**src/rtl/flp_enh_pkg.sv**
```systemverilog
package flp_enh_pkg;
  localparam int DATA_W     = 8;
  localparam int IDX_W      = 4;
  localparam int IDX_LSB    = 9;
  localparam int PRAM_DEPTH = 16;
  localparam int ENH_BIT    = 6;
  localparam logic [DATA_W-1:0] DRIVE_QUERY = 8'h77;
  localparam logic [DATA_W-1:0] SENSE_VAL   = 8'h08;

  typedef enum logic [2:0] {
    RD_ZERO, RD_PARAM, RD_PHASE, RD_STATUS, RD_HSHAKE
  } rdSel_e;

  typedef struct packed {
    logic   wrParam;
    logic   wrPhase;
    logic   modeClr;
    logic   modeSet;
    logic   rdLoad;
    logic   rdParam;
    rdSel_e rdSel;
  } strobe_t;
endpackage

```
**src/rtl/flp_enh_ctrl.sv**
```systemverilog
module flp_enh_ctrl
  import flp_enh_pkg::*;
(
  input  logic             wrEn,
  input  logic             rdEn,
  input  logic [IDX_W-1:0] idx,
  output strobe_t          st
);
  logic takeRd;
  assign takeRd = rdEn && !wrEn;

  always_comb begin
    st = '0;
    st.rdSel = RD_ZERO;
    if (wrEn) begin
      unique case (idx)
        4'd3:    st.wrParam = 1'b1;
        4'd4:    st.wrPhase = 1'b1;
        4'd6:    st.modeClr = 1'b1;
        4'd7:    st.modeSet = 1'b1;
        default: ;
      endcase
    end
    if (takeRd) begin
      st.rdLoad = 1'b1;
      unique case (idx)
        4'd11: begin st.rdSel = RD_PARAM; st.rdParam = 1'b1; end
        4'd12:   st.rdSel = RD_PHASE;
        4'd14:   st.rdSel = RD_STATUS;
        4'd15:   st.rdSel = RD_HSHAKE;
        default: st.rdSel = RD_ZERO;
      endcase
    end
  end
endmodule

```
**src/rtl/flp_enh_dp.sv**
```systemverilog
module flp_enh_dp
  import flp_enh_pkg::*;
#(
  parameter int DEPTH = PRAM_DEPTH
) (
  input  logic              clk,
  input  logic              rstN,
  input  strobe_t           st,
  input  logic [DATA_W-1:0] wrData,
  input  logic              enterEnh,
  output logic [DATA_W-1:0] rdData,
  output logic [DATA_W-1:0] modeQ,
  output logic [DATA_W-1:0] phaseQ,
  output logic              leaveQ
);
  localparam int PTR_W = $clog2(DEPTH);
  localparam logic [PTR_W-1:0] PTR_LAST = PTR_W'(DEPTH - 1);

  logic [DATA_W-1:0] pram [DEPTH];
  logic [PTR_W-1:0]  ptrQ, ptrInc;
  logic [DATA_W-1:0] modeNext, rdNext;

  assign ptrInc = (ptrQ == PTR_LAST) ? '0 : ptrQ + 1'b1;

  always_comb begin
    modeNext = modeQ;
    if (st.modeClr) modeNext = modeNext & ~wrData;
    if (st.modeSet) modeNext = modeNext | wrData;
    if (enterEnh)   modeNext[ENH_BIT] = 1'b1;
  end

  always_comb begin
    rdNext = '0;
    unique case (st.rdSel)
      RD_PARAM:  rdNext = pram[ptrQ];
      RD_PHASE:  rdNext = phaseQ;
      RD_STATUS: rdNext[ENH_BIT] = modeQ[ENH_BIT];
      RD_HSHAKE: rdNext = (phaseQ == DRIVE_QUERY) ? SENSE_VAL : '0;
      default:   rdNext = '0;
    endcase
  end

  for (genvar g = 0; g < DEPTH; g++) begin : gEntry
    always_ff @(posedge clk)
      if (st.wrParam && ptrQ == PTR_W'(g)) pram[g] <= wrData;
  end

  always_ff @(posedge clk) begin
    if (!rstN) begin
      modeQ  <= '0;
      phaseQ <= '0;
      ptrQ   <= '0;
      rdData <= '0;
      leaveQ <= 1'b0;
    end else begin
      modeQ  <= modeNext;
      leaveQ <= st.modeClr && !modeNext[ENH_BIT];
      if (st.wrPhase) phaseQ <= wrData;
      if (st.modeClr) ptrQ <= '0;
      else if (st.wrParam || st.rdParam) ptrQ <= ptrInc;
      if (st.rdLoad) rdData <= rdNext;
    end
  end
endmodule

```
**src/rtl/flp_enh_regs.sv**
```systemverilog
module flp_enh_regs
  import flp_enh_pkg::*;
(
  input  logic                             clk,
  input  logic                             rstN,
  input  logic                             wrEn,
  input  logic                             rdEn,
  input  logic [IDX_LSB+IDX_W-1:IDX_LSB]   regAddr,
  input  logic [DATA_W-1:0]                wrData,
  input  logic                             enterEnh,
  output logic [DATA_W-1:0]                rdData,
  output logic [DATA_W-1:0]                modeBits,
  output logic                             leaveEnh
);
  strobe_t           st;
  logic [DATA_W-1:0] phaseQ;

  flp_enh_ctrl u_ctrl (
    .wrEn(wrEn), .rdEn(rdEn), .idx(regAddr), .st(st)
  );

  flp_enh_dp #(.DEPTH(PRAM_DEPTH)) u_dp (
    .clk(clk), .rstN(rstN), .st(st), .wrData(wrData), .enterEnh(enterEnh),
    .rdData(rdData), .modeQ(modeBits), .phaseQ(phaseQ), .leaveQ(leaveEnh)
  );
endmodule

```
**config.mk**
```make
export PLATFORM = sky130hd
export DESIGN_NAME = flp_enh_regs
export DESIGN_NICKNAME = d
export VERILOG_FILES = /design/src/rtl/flp_enh_pkg.sv /design/src/rtl/flp_enh_ctrl.sv /design/src/rtl/flp_enh_dp.sv /design/src/rtl/flp_enh_regs.sv
export SDC_FILE = /design/constraint.sdc
export NUM_CORES = 1
export LEC_CHECK = 0
export ABC_AREA = 1
export BUFFER_PORTS_ARGS = -buffer_cell sky130_fd_sc_hd__buf_2
export CAP_MARGIN = 40
export CORE_MARGIN = 3
export CORE_UTILIZATION = 44
export CTS_BUF_LIST = sky130_fd_sc_hd__clkbuf_8
export CTS_CLUSTER_DIAMETER = 30
export DETAILED_ROUTE_END_ITERATION = 10
export SETUP_SLACK_MARGIN = 0.02
export SYNTH_ARGS = -nofsm -noshare
export SYNTH_HDL_FRONTEND = slang
export SYNTH_SLANG_ARGS = --single-unit
```
**constraint.sdc**
```tcl
create_clock -name clk -period 4.7 [get_ports clk]
set_input_delay 0 -clock clk [delete_from_list [all_inputs] [get_ports clk]]
set_output_delay 0 -clock clk [all_outputs]
set_load 0.005 [all_outputs]
```
; Word level (Yosys, flattened, before mapping)
; Memories as Yosys holds them, arrays and structs flattened. A register that Yosys moved wholly into a read port is not among the register bits.
; Index checks and enable logic that the tools add are counted.
[op_classes]
addsub = 1
multipliers = 0
n_div = 0
order_cmp = 0
eq_ne = 28
shift = 0
muxes = 95
bitwise_logic = 4
reduce_logical = 38
[ops]
columns = operator, count
row1 = two-way mux 8 bit, 17
row2 = OR reduction 8 bit, 15
row3 = two-way mux 4 bit, 20
row4 = two-way mux 1 bit, 53
row5 = equality test 4 bit (second input constant), 12
row6 = equality test 4 x 3 -> 1 bit (second input constant), 7
row7 = logical AND 1 bit, 18
row8 = one-hot mux 6 bit (3 select lines), 1
row9 = equality test 4 x 2 -> 1 bit (second input constant), 3
row10 = one-hot mux 3 bit (4 select lines), 1
row11 = bitwise AND 8 bit, 1
row12 = equality test 8 x 7 -> 1 bit (second input constant), 1
row13 = inverter 8 bit, 1
row14 = OR 8 bit, 1
row15 = equality test 3 x 2 -> 1 bit (second input constant), 2
row16 = two-way mux 5 bit, 1
row17 = adder 4 x 1 -> 4 bit (second input constant), 1
row18 = equality test 4 x 1 -> 1 bit (second input constant), 1
row19 = logical NOT 4 bit, 1
row20 = one-hot mux 1 bit (4 select lines), 1
row21 = equality test 3 x 1 -> 1 bit (second input constant), 1
row22 = equality test 3 bit (second input constant), 1
row23 = one-hot mux 1 bit (3 select lines), 1
row24 = logical NOT 1 bit, 2
row25 = other kinds (3), 3
[totals]
regBits = 29
latch_bits = 0
mem_bits_rw = 128
mem_bits_ro = 0
inputBits = 17
output_inout_bits = 17
word_cells = 172
memories = 1
[memory_table]
columns = memory, words, word_bits, read_ports, rd_clocked_by_memory_dff, wr, line
row1 = u_dp.pram, 16, 8, 1, 1, 1, flp_enh_dp.sv:19  ; logic [DATA_W-1:0] pram [DEPTH];

; Longest topological paths before layout
; Gate-level depths: netlist (run 1).
[depth]
depth_word = 22
depth_mapped = 11
mapped_depth_nobuf = 11

; Modules after synthesis
; Synthesis (run 1) repeated with hierarchy kept, for this count alone.
[hier_totals]
hier_cells = 609
hier_area_um2 = 6653.9
[by_module_without_submodules]
columns = mod, n_inst, cells_each, area_each_um2, seq_area_each_um2
row1 = flp_enh_dp, 1, 586, 6523.8, 4504.3
row2 = flp_enh_ctrl, 1, 23, 130.1, 0.0

; Least setup slack after synthesis (run 1)
; No wires, ideal clock.
[synth_timing]
path_kind = register to register
start = register u_dp.ptrQ[0]
end = memory u_dp.pram[15][0], enable pin
t_arrival_ps = 1098
required_time_ps = 4330
setup_slack_ps = 3232
path_stages_with_launch = 6
period_less_slack_ps = 1468
cell_sequence = dfxtp_1 > ha_1 > inv_1 > nor2_1 > inv_1 > nor2_1
[synth_between]
elab_chain_len = 20
[synth_rtl]
columns = item, line
row1 = start: declaration, flp_enh_dp.sv:20  ; logic [PTR_W-1:0] ptrQ, ptrInc;
row2 = start signal: assignment, flp_enh_dp.sv:60  ; else if (st.wrParam || st.rdParam) ptrQ <= ptrInc;
row3 = equality test 4 x 1 -> 1 bit, flp_enh_dp.sv:45  ; if (st.wrParam && ptrQ == PTR_W'(g)) pram[g] <= wrData;
row4 = logical AND 1 bit, flp_enh_dp.sv:45
row5 = two-way mux 1 bit, flp_enh_dp.sv:45
row6 = two-way mux 1 bit (not written as such), flp_enh_dp.sv:45
row7 = OR reduction 8 bit (no source line), n/a
row8 = two-way mux 4 bit (no source line) / two-way mux 1 bit (equally long branches) (15 in a row), n/a
row9 = end: declaration, flp_enh_dp.sv:19
; Parallel ways exist; a longest one is shown, timed or not.

==> results of run 1 <==
[registers in the layout, indices dropped and copies added (netlist names), named ones only]
name / flops
u_dp.leaveQ: 1
u_dp.modeQ: 1
u_dp.phaseQ: 8
u_dp.pram: 128
u_dp.ptrQ: 4
u_dp.rdData: 8
[power breakdown]
group / internal (mW) / total [mW] / leakage (nW) / switching [mW]
clock network: 0.420 / 0.918 / 0.188 / 0.498
registers: 1.54 / 1.54 / 1.42 / 0.00353
logic: 0.0306 / 0.110 / 1.29 / 0.0789
total: 1.99 / 2.57 / 2.90 / 0.581
[layout by cell type (no fill, tap or decap), types with 2 or more instances in the layout]
cell type,synthesis,layout
nand4_1,2,2
or2_1,2,2
buf_2,16,33
nor2_1,37,37
o21ai_0,13,13
nor3_1,4,4
ha_1,4,4
edfxtp_1,128,128
dfxtp_1,33,32
a21oi_1,16,16
inv_1,59,62
a211oi_1,2,2
clkinv_2,0,6
nand3_1,124,124
nand2_1,197,197
dlygate4sd3_1,0,10
clkinvlp_4,0,3
buf_4,4,3
clkbuf_8,0,18
inv_2,2,2
[layer usage]
| metal | up-vias | track usage, % | share of wire (%) | wire (µm) |
|---|---|---|---|---|
| li1 | 2265 | - | - | - |
| met1 | 2252 | 29.0 | 45 | 7380 |
| met2 | 169 | 32.4 | 46 | 7540 |
| met3 | 19 | 5.94 | 7.1 | 1150 |
| met4 | 0 | 5.50 | 1.3 | 204 |
| met5 | - | 0 | 0 | 0 |
[timing repair]
action                                  in CTS  in global routing
endpoints found under the setup margin       0                  0
hold buffers                                10                  0
endpoints found under the hold margin      111                  0
[path summary, 6_finish.rpt]
path | endpoint | depth (start not counted)
worst min-delay path | u_dp.pram[6][6]$_DFFE_PP_ | 1
worst min register to register | flop | 2
worst max-delay path | u_dp.rdData[4]$_SDFFE_PN0N_ | 11
worst max register to register | u_dp.rdData[4]$_SDFFE_PN0N_ | 11
[synthesized netlist by cell type, drive strengths merged]
master	count
nor2	37
a211oi	2
o21ai	13
nand4	2
edfxtp	128
a31oi	1
a22oi	1
clkbuf	3
dfxtp	33
buf	25
nand2	197
or2	2
inv	61
ha	4
a21oi	16
nand3	124
nor3	4
clkinv	1
[logic make-up (layout without fill, tap and decap cells)]
kind of cell             after synthesis  in the layout  share of synthesized area (%)
AND/OR/NAND/NOR                      366            366                           23.2
buffers and inverters                 90            142                           5.95
adder cells (fa/ha/maj)                4              4                          0.750
AO/OA/AOI/OAI                         33             33                           2.61
flip-flops                           161            161                           67.5
[stage by stage]
stage,worst slack (ns),utilization [%],hold slack (ns),std cells
after floorplan,3.23,-,0.0989,654
after global placement,2.44,47.1,0.272,845
after detailed placement,2.60,47.3,0.296,848
after CTS,2.61,50.4,0.0135,890
after global routing,2.44,50.4,0.0111,890
final,2.59,50.4,0.0227,890
[layout make-up]
cell class,count,area (µm²)
repair buffers,48,323
clock inverters,14,103
flip-flops and latches,161,4510
multi-input cells,403,1770
inverters,62,233
clock buffers,18,248
well taps,184,230
fillers,1342,7290
==> qor.txt, run 1 <==
outcome: finished clean
buffer and inverter count on the worst path: 4
Critical Path Sink Type: flop
worst min-delay path category: in -> reg
period utilization: 45.0%
Nets: 714
drt drc: 0
largest cells by area after synthesis: edfxtp_1 58%, nand2_1 11%, dfxtp_1 9.9%
Slew Viols, Final: 0
Area growth syn-to-layout: 11.1%
Slew @ Worst Pin: 0.890 ns
setup TNS: 0 ns
die height: 129 µm
worst min-delay path startpoint: wrData[6]
H-tree level count: 4
sequential share of the synthesized area: 67.5%
Syn Std Cell Area: 6670 µm²
CTS resizes: 0
worst vdd ir: 0.000211 V
Core Box Area: 14700 µm²
WP data required: 5.07 ns
vias per cell: 5.29
critical path, cell by cell: buf_4 > inv_1 > buf_8 > nand3_1 > nand3_1 > nand2_1 > nand2_1 > nand3_1 > nand3_1 > nand2_1 > inv_1
Pre-antenna DRT Iters: 5
global-route wire length before repair: 26.1 mm
Die W: 129 µm
final setup fails: 0
Fmax: 473 MHz
Design Area, Final: 7410 µm²
clk_lat worst skew: 0.47 ns
Port Buffers: 33
Distinct cells, synth: 23
R2R setup slack: 2.59 ns
CTS Buffer Depth: 2
post-route ant nets: 0
cell leakage power: 2.90 nW
CP delay by family, top: buffers and inverters
CP most frequent cell: nand3_1
worst-path fanout max: 33
CTS tree: yes
CTS Buf Count: 17
max_cap viols: 0
initial antenna violation count: 0
dpl hpwl: 10.4 mm
Mapped Cells: 654
clock transition at the registers of the reported paths: 0.09 ns
RSZ-0062 raised after global routing: false
total power: 2.57 mW
largest net degree at the start of global routing: 67
Critical Path Start Type: flop
yosys warns: 0
Setup Crit Path Kind: reg -> reg
area leader, netlist: edfxtp_1
dpl cell area: 6960 µm²
Global Route Usage Sum: 20.8%
Die ar.: 16700 µm²
Root Buffer: clkbuf_8
Cell Rows: 44
Max stage delay on crit path: 0.41 ns
fin crit period: 2.11 ns
Fin. Hold Viols: 0
GR Overflow Total: 0
share of cells above drive strength 1: 9.92%
Crit path arrival time: 2.48 ns
area share of the largest cell type after synthesis: 57.6%
Starting DRT DRC Count: 366
PwrDens: 347 nW/µm²
syn nets: 675
flops & latches, synth: 161
Setup Skew: 0.0166 ns
total number of vias: 4705
CTS Sinks: 161
gpl congestion: 0.865
routed wire length per instance: 18.3 µm
crit path max-delay cell type: inv_1
vias in the first global route: 4662
Avg Cell Area, Syn: 10.2 µm²
postcts setup bufs: 0
I/O pins: 34
Max transition margin: 40.4%
final wirelength: 16.3 mm
n_diodes: 0
initial core utilization: 45.4%
Note: power is estimated with default switching activity, not from simulation.
==> inputs of run 2 (changes only) <==
==> constraint.sdc (replaced) <==
create_clock -name clk -period 1.82 [get_ports clk]
set_input_delay 0 -clock clk [delete_from_list [all_inputs] [get_ports clk]]
set_output_delay 0 -clock clk [all_outputs]
set_load 0.005 [all_outputs]
==> run 2 against run 1 <==
Net effect: first-iteration DRC count up 14%; final area rose by 6.4%; critical path depth decreased by 2; global-route usage decreased by 0.15 points; register-to-register slack got worse by 2.3 ns; count of clock-buffer cells in the layout did not move; worst setup slack worse by 2.4 ns; flip-flop and latch count is the same; combinational power grew to 2.8 times the previous value.
==> qor.txt, run 2 (same netlist as run 1, synthesis figures left out) <==
outcome: finished clean
Setup Skew: 0.00842 ns (-0.00823 ns)
global-route wire length before repair: 25.8 mm (-1.2%)
Area growth syn-to-layout: 18.2%
clock transition at the registers of the reported paths: 0.08 ns (about the same)
initial antenna violation count: 0 (unchanged)
Global Route Usage Sum: 20.7% (-0.15 points)
Fin. Hold Viols: 0 (unchanged)
Nets: 740 (+3.6%)
Starting DRT DRC Count: 418 (+14%)
Critical Path Start Type: primary input
Design Area, Final: 7890 µm² (+6.4%)
Die ar.: 16700 µm² (unchanged)
GR Overflow Total: 0 (unchanged)
Biggest register: u_dp.pram
CTS tree: yes
initial core utilization: 45.4% (unchanged)
CTS Sinks: 161 (unchanged)
clk_lat worst skew: 0.46 ns (about the same)
vias per cell: 5.28 (-0.22%)
final wirelength: 16.3 mm (+0.25%)
H-tree level count: 4 (unchanged)
post-route ant nets: 0 (unchanged)
commonest cells after routing, fill and taps aside: 197 x nand2_1, 128 x edfxtp_1, 124 x nand3_1, 59 x inv_1, 36 x nor2_1
Core Box Area: 14700 µm² (unchanged)
CTS Buffer Depth: 2 (unchanged)
worst vdd ir: 0.000589 V (+180%)
cell leakage power: 3.14 nW (+8.2%)
Slew @ Worst Pin: 0.566 ns (-0.324 ns)
CTS Buf Count: 17 (unchanged)
gpl congestion: 0.890 (+2.8%)
dpl hpwl: 10.4 mm (+0.12%)
max reg flops: 128 (unchanged)
WP data required: 2.11 ns (-2.96 ns)
Top Registers: u_dp.pram x128, u_dp.phaseQ x8, u_dp.rdData x8
total number of vias: 4832 (+2.7%)
vias in the first global route: 4573 (-1.9%)
fin crit period: 1.65 ns
Port Buffers: 33 (unchanged)
worst min-delay path category: in -> reg
total power: 7.95 mW (+210%)
setup TNS: 0 ns (unchanged)
dpl cell area: 7170 µm² (+3.1%)
Pre-antenna DRT Iters: 5 (unchanged)
period utilization: 90.5%
I/O pins: 34 (unchanged)
Slew Viols, Final: 0 (unchanged)
n_diodes: 0 (unchanged)
share of cells above drive strength 1: 13.3% (+3.3 points)
die height: 129 µm (unchanged)
Root Buffer: clkbuf_8
max_cap viols: 0 (unchanged)
routed wire length per instance: 17.8 µm (-2.6%)
final setup fails: 0 (unchanged)
Cell Rows: 44 (unchanged)
worst-path fanout max: 6 (-82%)
Die W: 129 µm (unchanged)
Critical Path Sink Type: flop
drt drc: 0 (unchanged)
Setup Crit Path Kind: in -> reg
most common cell after layout, fill and taps aside: nand2_1
RSZ-0062 raised after global routing: false
PwrDens: 1010 nW/µm² (+190%)
Crit path arrival time: 1.94 ns (-0.54 ns)
Max transition margin: 62.2% (+22 points)
Fmax: 607 MHz
largest net degree at the start of global routing: 35 (-48%)
## run 2: changes by cell type in the layout (fill, tap and decap cells not counted), sizes merged
cell / previous run / this run
inv: 64 / 62
dlygate4sd3: 10 / 13
clkinvlp: 3 / 1
bufinv: 1 / 10
buf: 38 / 61
clkinv: 8 / 3
## run 2: power by group
group / internal [mW] / total (mW) / switching (mW)
Combinational: 0.0972 / 0.303 / 0.206
Sequential: 3.97 / 3.98 / 0.0101
Clock: 2.36 / 3.66 / 1.30
Total: 6.43 / 7.95 / 1.51
## run 2: layer usage
metal,up-vias,GRT usage (%),share of wire [%]
met2,208,31.5,46
met5,-,0,0
met1,2283,29.6,45
met4,0,8.28,1.9
met3,24,3.79,6.7
li1,2317,-,-
## run 2: critical path: stages
cell and delay (ns):
dlygate4sd3_1 0.54, buf_2 0.14, inv_1 0.05, nor2_1 0.04
nand3_1 0.16, inv_1 0.14, nor2_1 0.24, inv_1 0.10
a211oi_1 0.50
## run 2: worst paths after layout
kind                                   from                          end  slack [ns]  depth (start not counted)
worst max-delay path            regAddr[10]                         flop        0.17                          9
worst min-delay path              wrData[2]    u_dp.pram[5][2]$_DFFE_PP_        0.04                          1
worst max register to register         flop  u_dp.rdData[2]$_SDFFE_PN0N_        0.30                         10
worst min register to register         flop                         flop        0.47                          2
## run 2: timing repair
item | 4_1_cts | 5_1_grt
gates resized for setup | 0 | 2
endpoints found under the hold margin | 101 | 0
hold buffers | 13 | 0
setup endpoints to repair | 0 | 1
buffers inserted | 0 | 0
## run 2: through the flow
stage / util (%) / setup WS [ns] / instances / hold WS [ns]
finish: 53.6 / 0.172 / 916 / 0.0378
global route: 53.6 / 0.0943 / 916 / 0.00608
CTS: 53.6 / 0.151 / 916 / 0.00352
detailed placement: 48.8 / 0.301 / 871 / 0.283
global placement: 48.8 / 0.340 / 871 / 0.276
floorplan: - / 0.352 / 654 / 0.0989
## run 2: cell type report
type,count,area (µm²)
multi-input cells,403,1770
flip-flops and latches,161,4510
repair buffers,74,568
fillers,1250,6810
clock inverters,14,330
inverters,62,233
clock buffers,18,248
well taps,184,230
